--- config.mk ---
export PLATFORM = sky130hd
export DESIGN_NAME = sysctl_regs
export DESIGN_NICKNAME = d
export VERILOG_FILES = /design/src/rtl/sysctl_pkg.sv /design/src/rtl/sysctl_plain_reg.sv /design/src/rtl/sysctl_setclr_reg.sv /design/src/rtl/sysctl_lock_gate.sv /design/src/rtl/sysctl_regs.sv
export SDC_FILE = /design/constraint.sdc
export NUM_CORES = 1
export LEC_CHECK = 0
export BUFFER_PORTS_ARGS = -buffer_cell sky130_fd_sc_hd__buf_2
export CORE_ASPECT_RATIO = 1.2
export CORE_MARGIN = 2
export CORE_UTILIZATION = 35
export DETAILED_ROUTE_END_ITERATION = 8
export GPL_ROUTABILITY_DRIVEN = 0
export GPL_TIMING_DRIVEN = 0
export REMOVE_ABC_BUFFERS = 1
export SLEW_MARGIN = 25
export SYNTH_ARGS = -nofsm -noshare
export SYNTH_HDL_FRONTEND = slang
export SYNTH_SLANG_ARGS = --single-unit
--- constraint.sdc ---
create_clock -name clk -period 1.95 [get_ports clk]
set_input_delay 0.39 -clock clk [delete_from_list [all_inputs] [get_ports clk]]
set_output_delay 0.39 -clock clk [all_outputs]
set_load 0.03 [all_outputs]
--- src/rtl/sysctl_pkg.sv ---
package sysctl_pkg;
   localparam int unsigned OFF_ID      = 'h00;
   localparam int unsigned OFF_LED     = 'h08;
   localparam int unsigned OFF_KEY     = 'h20;
   localparam int unsigned OFF_CFG_A   = 'h28;
   localparam int unsigned OFF_CFG_B   = 'h2C;
   localparam int unsigned OFF_VFLAG   = 'h30;
   localparam int unsigned OFF_VFLAG_C = 'h34;
   localparam int unsigned OFF_NVFLAG  = 'h38;
   localparam int unsigned OFF_NVFLG_C = 'h3C;
   localparam int unsigned OFF_RSTCTL  = 'h40;
   localparam int unsigned OFF_BUSCTL  = 'h44;
   localparam int unsigned OFF_DISPCTL = 'h50;

   localparam logic [31:0] BUSCTL_VAL  = 32'h0000_0001;
   localparam logic [31:0] DISPCTL_VAL = 32'h0000_1000;
endpackage

--- src/rtl/sysctl_plain_reg.sv ---
module sysctl_plain_reg #(
   parameter int unsigned W = 32
) (
   input  logic         clk,
   input  logic         rst_n,
   input  logic         we,
   input  logic [W-1:0] d,
   output logic [W-1:0] q
);
   always_ff @(posedge clk or negedge rst_n) begin
      if (!rst_n)  q <= '0;
      else if (we) q <= d;
   end

   // without a write strobe the register keeps its value
   a_r8_hold_when_idle: assert property (@(posedge clk) disable iff (!rst_n)
      !we |=> $stable(q));
endmodule

--- src/rtl/sysctl_setclr_reg.sv ---
module sysctl_setclr_reg #(
   parameter int unsigned W        = 32,
   parameter bit          VOLATILE = 1'b1
) (
   input  logic         clk,
   input  logic         rst_n,
   input  logic         set_en,
   input  logic         clr_en,
   input  logic [W-1:0] bits,
   input  logic         board_clr,
   output logic [W-1:0] q
);
   logic wipe;

   generate
      if (VOLATILE) begin : g_vol
         assign wipe = board_clr;
      end else begin : g_nonvol
         assign wipe = 1'b0;
      end
   endgenerate

   always_ff @(posedge clk or negedge rst_n) begin
      if (!rst_n)      q <= '0;
      else if (wipe)   q <= '0;
      else if (clr_en) q <= q & ~bits;
      else if (set_en) q <= q | bits;
   end

   // every bit written at the set address is on afterwards
   a_r6_set_sticks: assert property (@(posedge clk) disable iff (!rst_n)
      (set_en && !clr_en && !wipe) |=> ((q & $past(bits)) == $past(bits)));

   // every bit written at the clear address is off afterwards
   a_r6_clear_drops: assert property (@(posedge clk) disable iff (!rst_n)
      (clr_en && !set_en) |=> ((q & $past(bits)) == '0));

   generate
      if (VOLATILE) begin : g_chk_vol
         // board reset empties the volatile word
         a_r7_board_wipe: assert property (@(posedge clk) disable iff (!rst_n)
            board_clr |=> (q == '0));
      end else begin : g_chk_nv
         // board reset alone leaves the non-volatile word intact
         a_r7_nv_survives: assert property (@(posedge clk) disable iff (!rst_n)
            (board_clr && !set_en && !clr_en) |=> $stable(q));
      end
   endgenerate
endmodule

--- src/rtl/sysctl_lock_gate.sv ---
module sysctl_lock_gate #(
   parameter int unsigned         DATA_W = 32,
   parameter int unsigned         KEY_W  = 16,
   parameter logic [KEY_W-1:0]    KEY    = 16'hA05F
) (
   input  logic              clk,
   input  logic              rst_n,
   input  logic              we,
   input  logic [DATA_W-1:0] wdata,
   output logic [KEY_W-1:0]  key_q,
   output logic              open
);
   localparam logic [DATA_W-1:0] KEY_WIDE = DATA_W'(KEY);

   generate
      if (KEY_W > DATA_W) begin : g_bad_key_w
         $error("sysctl_lock_gate: KEY_W exceeds DATA_W");
      end
      if (!KEY[KEY_W-1]) begin : g_bad_key
         $error("sysctl_lock_gate: key must have its top bit set");
      end
   endgenerate

   always_ff @(posedge clk or negedge rst_n) begin
      if (!rst_n)
         key_q <= '0;
      else if (we) begin
         if (wdata == KEY_WIDE) key_q <= KEY;
         else                   key_q <= {1'b0, wdata[KEY_W-2:0]};
      end
   end

   assign open = (key_q == KEY);

   // writing the exact key opens the gate on the next cycle
   a_r3_key_opens: assert property (@(posedge clk) disable iff (!rst_n)
      (we && wdata == KEY_WIDE) |=> open);

   // any other write leaves the gate shut
   a_r3_other_shuts: assert property (@(posedge clk) disable iff (!rst_n)
      (we && wdata != KEY_WIDE) |=> !open);
endmodule

--- src/rtl/sysctl_regs.sv ---
module sysctl_regs
   import sysctl_pkg::*;
#(
   parameter int unsigned         DATA_W   = 32,
   parameter int unsigned         ADDR_W   = 8,
   parameter int unsigned         LED_W    = 8,
   parameter int unsigned         KEY_W    = 16,
   parameter logic [KEY_W-1:0]    KEY      = 16'hA05F,
   parameter int unsigned         RST_BIT  = 8,
   parameter logic [DATA_W-1:0]   ID_VALUE = 32'h4100_7004
) (
   input  logic              clk,
   input  logic              rst_n,
   input  logic              wr_en,
   input  logic [ADDR_W-1:0] addr,
   input  logic [DATA_W-1:0] wdata,
   output logic [DATA_W-1:0] rd_data,
   output logic [LED_W-1:0]  led_out,
   output logic              board_rst_pulse,
   output logic [DATA_W-1:0] rst_level
);
   generate
      if (DATA_W < 32)       begin : g_bad_dw  $error("sysctl_regs: DATA_W below 32");  end
      if (ADDR_W < 7)        begin : g_bad_aw  $error("sysctl_regs: ADDR_W below 7");   end
      if (LED_W > DATA_W)    begin : g_bad_led $error("sysctl_regs: LED_W too wide");   end
      if (RST_BIT >= DATA_W) begin : g_bad_rb  $error("sysctl_regs: RST_BIT out of range"); end
   endgenerate

   function automatic logic hit(input logic [ADDR_W-1:0] a, input int unsigned off);
      return a == ADDR_W'(off);
   endfunction

   logic              we_led, we_key, we_cfg_a, we_cfg_b, we_rst;
   logic              set_v, clr_v, set_nv, clr_nv;
   logic              key_open;
   logic [KEY_W-1:0]  key_q;
   logic [LED_W-1:0]  led_q;
   logic [DATA_W-1:0] cfg_a_q, cfg_b_q, vflag_q, nvflag_q, rst_q;
   logic              rst_accept;

   assign we_led   = wr_en && hit(addr, OFF_LED);
   assign we_key   = wr_en && hit(addr, OFF_KEY);
   assign we_cfg_a = wr_en && hit(addr, OFF_CFG_A);
   assign we_cfg_b = wr_en && hit(addr, OFF_CFG_B);
   assign set_v    = wr_en && hit(addr, OFF_VFLAG);
   assign clr_v    = wr_en && hit(addr, OFF_VFLAG_C);
   assign set_nv   = wr_en && hit(addr, OFF_NVFLAG);
   assign clr_nv   = wr_en && hit(addr, OFF_NVFLG_C);
   assign we_rst   = wr_en && hit(addr, OFF_RSTCTL) && key_open;

   sysctl_lock_gate #(.DATA_W(DATA_W), .KEY_W(KEY_W), .KEY(KEY)) u_lock (
      .clk(clk), .rst_n(rst_n), .we(we_key), .wdata(wdata),
      .key_q(key_q), .open(key_open));

   sysctl_plain_reg #(.W(LED_W)) u_led (
      .clk(clk), .rst_n(rst_n), .we(we_led), .d(wdata[LED_W-1:0]), .q(led_q));
   sysctl_plain_reg #(.W(DATA_W)) u_cfg_a (
      .clk(clk), .rst_n(rst_n), .we(we_cfg_a), .d(wdata), .q(cfg_a_q));
   sysctl_plain_reg #(.W(DATA_W)) u_cfg_b (
      .clk(clk), .rst_n(rst_n), .we(we_cfg_b), .d(wdata), .q(cfg_b_q));
   sysctl_plain_reg #(.W(DATA_W)) u_rstctl (
      .clk(clk), .rst_n(rst_n), .we(we_rst), .d(wdata), .q(rst_q));

   sysctl_setclr_reg #(.W(DATA_W), .VOLATILE(1'b1)) u_vflag (
      .clk(clk), .rst_n(rst_n), .set_en(set_v), .clr_en(clr_v), .bits(wdata),
      .board_clr(board_rst_pulse), .q(vflag_q));
   sysctl_setclr_reg #(.W(DATA_W), .VOLATILE(1'b0)) u_nvflag (
      .clk(clk), .rst_n(rst_n), .set_en(set_nv), .clr_en(clr_nv), .bits(wdata),
      .board_clr(board_rst_pulse), .q(nvflag_q));

   assign rst_accept = we_rst && wdata[RST_BIT];

   always_ff @(posedge clk or negedge rst_n) begin
      if (!rst_n) board_rst_pulse <= 1'b0;
      else        board_rst_pulse <= rst_accept;
   end

   assign led_out   = led_q;
   assign rst_level = rst_q;

   always_comb begin
      rd_data = '0;
      unique case (1'b1)
         hit(addr, OFF_ID):      rd_data = ID_VALUE;
         hit(addr, OFF_LED):     rd_data = DATA_W'(led_q);
         hit(addr, OFF_KEY):     rd_data = DATA_W'(key_q);
         hit(addr, OFF_CFG_A):   rd_data = cfg_a_q;
         hit(addr, OFF_CFG_B):   rd_data = cfg_b_q;
         hit(addr, OFF_VFLAG):   rd_data = vflag_q;
         hit(addr, OFF_NVFLAG):  rd_data = nvflag_q;
         hit(addr, OFF_RSTCTL):  rd_data = rst_q;
         hit(addr, OFF_BUSCTL):  rd_data = DATA_W'(BUSCTL_VAL);
         hit(addr, OFF_DISPCTL): rd_data = DATA_W'(DISPCTL_VAL);
         default:                rd_data = '0;
      endcase
   end

   // a reset-control write without the key changes nothing
   a_r4_locked_drop: assert property (@(posedge clk) disable iff (!rst_n)
      (wr_en && hit(addr, OFF_RSTCTL) && !key_open) |=> $stable(rst_level));

   // the pulse has a cause in the previous cycle
   a_r5_pulse_cause: assert property (@(posedge clk) disable iff (!rst_n)
      board_rst_pulse |-> $past(wr_en && hit(addr, OFF_RSTCTL) && key_open && wdata[RST_BIT]));

   // the identity word never changes
   a_r1_id_const: assert property (@(posedge clk) disable iff (!rst_n)
      hit(addr, OFF_ID) |-> (rd_data == ID_VALUE));

   // the LED lines follow a LED write
   a_r2_led_follow: assert property (@(posedge clk) disable iff (!rst_n)
      we_led |=> (led_out == $past(wdata[LED_W-1:0])));
endmodule

==> summary.md <==
| Metric | Value |
|---|---|
| Sequential area share after synthesis | `0.502` |
| RSZ-0062 raised after global routing | `true` |
| PnR worst setup slack | `-251 ps` |
| Ys async rst share | `1.00` |
| Critical path required time | `around 1600 ps` |
| Die W | `approximately 150 um` |
| First-pass GRT wire length | `approximately 46,000 um` |
| GR Overflow Total | `0` |
| Hold WS | `between 200 and 300 ps` |
| CP Capture Type | `output pin` |
| Final WL | `29,700 um` |
| Period utilization | `1.13` |
| Max Cap Viol | `0` |
| Fraction of layout cells with a size suffix above 1 | `0.443` |
| Critical path launch point type | `input port` |
| Mapped cell area | `approximately 9200 um^2` |
| Tmin final | `approximately 2200 ps` |
| H-Tree Depth | `4` |
| PortBufs | `between 100 and 150` |
| Synth Area per Inst | `roughly 12 um^2` |
| Core ar. | `about 26,000 um^2` |
| DP Cell Count | `1,200` |
| #FFs+latches synth | `185` |
| Top-level port count | `116` |
| FILL cells | `roughly 2,200` |
| Clock sinks | `185` |
| Full die area | `27,700 um^2` |
| CTS clock-pin slew for the worst setup and hold paths | `approximately 70 ps` |
| GRT Overall Usage | `0.216` |
| Area occupied by multi-input gates | `4840 um^2` |
| DPL Wire Length | `about 17,000 um` |
| Initial antenna violation count | `1` |
| Crit Path Category | `in -> out` |
| Setup violators final | `64` |
| Fmax | `around 450 MHz` |
| PD cells | `approximately 700 nW/um^2` |
| Mean number of vias per cell | `around 5.5` |
| Post-synth EDFFs | `0` |
| Fin. max-slew vios | `0` |
| Post-route setup TNS | `-9620 ps` |
| Iter 0 DRT Violations | `491` |
| Number of CTS-inserted buffers | `17` |
| Clock buffer depth | `2` |
| Unique masters post-synth | `57` |
| Nets | `1,011` |
| Hold WC Path Type | `in -> reg` |
| LEAKAGE | `roughly 0.0064 uW` |
| Yosys warns | `0` |
| Post-Place Cell Area | `slightly above 10,000 um^2` |
| Wire per inst | `roughly 23 um` |
| Detail Route Antenna Nets | `0` |
| Layout area overhead | `38.1%` |
| Failing checks | `setup timing` |
| Site Rows | `65` |
| CTS tree | `done` |
| Total number of vias | `roughly 7,300` |
| Outcome | `finished with violations` |
| WP data arrival | `approximately 1800 ps` |
| Final hold vios | `0` |
| Die H | `approximately 180 um` |
| Root Buffer | `clkbuf_16` |
| Register Area | `4630 um^2` |
| Pre-Repair DR Iteration Count | `5` |
| Worst skew pair latency | `around 430 ps` |
| Initial Util | `0.353` |
| Fin cells | `~1,300` |
| Largest net degree at the start of global routing | `between 60 and 70` |
| Worst slew margin | `0.486` |
| Worst Skew | `between 9 and 10 ps` |
| Design Area, Final | `between 10,000 and 15,000 um^2` |
| Vias in the first global route | `around 7,400` |
| DRC viols | `0` |
| Ys flop type | `dfrtp_1` |
| Peak VDD IR | `around 0.00053 V` |
| CP Max Fanout | `8` |
| Least-Margin Pin Slew | `about 770 ps` |
| Mapped Cells | `794` |
-- critical path, cell delays in order --
cell	delay, ps
buf_16	130
nor4b_4	310
buf_6	170
and3_4	280
buf_12	170
nand2_2	70
o221ai_2	100
buf_6	180
-- metrics by stage --
step                utilization  total power, uW  setup slack [ps]
floorplan                     -             4450             -1420
global route              0.487             9190              -287
global placement          0.381             4800             -4240
CTS                       0.479             8890              -245
finish                    0.488             8870              -251
detailed placement        0.390             4840             -1890
-- cells in the mapped netlist, types with 4 or more instances --
library cell | count | share of area
a211o_1 | 4 | 0.0038
a21boi_0 | 4 | 0.0033
a21oi_1 | 7 | 0.0038
a221oi_1 | 5 | 0.0048
a22oi_1 | 22 | 0.018
a2bb2oi_1 | 15 | 0.014
and3_1 | 7 | 0.0048
buf_1 | 5 | 0.0020
buf_2 | 15 | 0.0081
clkbuf_1 | 31 | 0.013
dfrtp_1 | 185 | 0.50
inv_1 | 33 | 0.013
mux2_1 | 7 | 0.0086
mux2_2 | 113 | 0.14
mux2i_1 | 93 | 0.10
nand2_1 | 79 | 0.032
nand2b_1 | 34 | 0.023
nand3_1 | 9 | 0.0049
nand4_1 | 7 | 0.0048
nor2_1 | 11 | 0.0045
nor2b_1 | 4 | 0.0027
nor3_1 | 4 | 0.0022
nor3b_1 | 7 | 0.0057
nor4_1 | 5 | 0.0034
nor4b_1 | 4 | 0.0038
nor4bb_1 | 4 | 0.0043
o21ai_0 | 25 | 0.014
o221ai_1 | 5 | 0.0048
o32ai_1 | 4 | 0.0038
-- layout make-up --
type / count / share of cell area
clock inverters: 13 / 0.0149
well taps: 335 / 0.0329
inverters: 33 / 0.00973
diodes: 1 / 0.000197
flip-flops and latches: 185 / 0.364
repair buffers: 210 / 0.162
clock buffers: 19 / 0.0356
multi-input cells: 521 / 0.380
-- cells by family after synthesis --
kind of cell | Yosys count | synth area share
AOI/OAI and AO/OA | 115 | 0.0918
muxes | 213 | 0.248
buffers and inverters | 90 | 0.0424
DFF | 185 | 0.502
and+or+nand+nor | 191 | 0.116
-- layout by cell type (no fill, tap or decap), types with 7 or more instances in the layout --
cell,instances
dfrtp_1,184
mux2i_1,93
mux2_2,81
buf_2,74
nand2_1,72
buf_4,69
nand2b_1,34
mux2_4,33
inv_1,33
buf_6,29
o21ai_1,19
a22oi_1,18
clkbuf_16,17
a2bb2oi_2,14
buf_12,13
buf_16,12
nand3_1,8
nor2_1,8
buf_8,8
nand4_1,7
-- timing repair --
action                     CTS  global route
pin swaps                   40            27
hold endpoints to repair    62             0
hold buffers                 1             0
resized for setup          234            26
setup endpoints to repair  217            77
gates cloned                10             0
buffers inserted            63            14
-- routing by layer --
metal | vias up | global-route usage | part of all wire
met2 | 246 | 0.358 | 0.49
met3 | 42 | 0.0430 | 0.053
met5 | - | 0 | 0
met4 | 0 | 0.0677 | 0.024
li1 | 3226 | - | -
met1 | 3792 | 0.285 | 0.43
-- report_power, final --
part	leakage [uW]	internal [uW]	switching (uW)	total, uW
clock network	0.000303	2230	1570	3800
registers	0.00225	3980	93.1	4080
logic	0.00383	458	535	992
total	0.00638	6670	2200	8870
-- path summary, 6_finish.rpt --
kind / start / end / slack [ps] / cells after the start
setup reg to reg: u_lock.key_q[9]$_DFFE_PN0P_ / u_rstctl.q[17]$_DFFE_PN0P_ / -130 / 5
max in group asynchronous: rst_n / async pin / 400 / 4
hold / removal: wdata[26] / u_cfg_b.q[26]$_DFFE_PN0P_ / 270 / 2
setup / recovery: addr[4] / rd_data[13] / -250 / 8
hold reg to reg: u_cfg_a.q[22]$_DFFE_PN0P_ / u_cfg_a.q[22]$_DFFE_PN0P_ / 500 / 1
min in group asynchronous: rst_n / u_rstctl.q[0]$_DFFE_PN0P_ / 490 / 2
(Power assumes the default switching activity.)
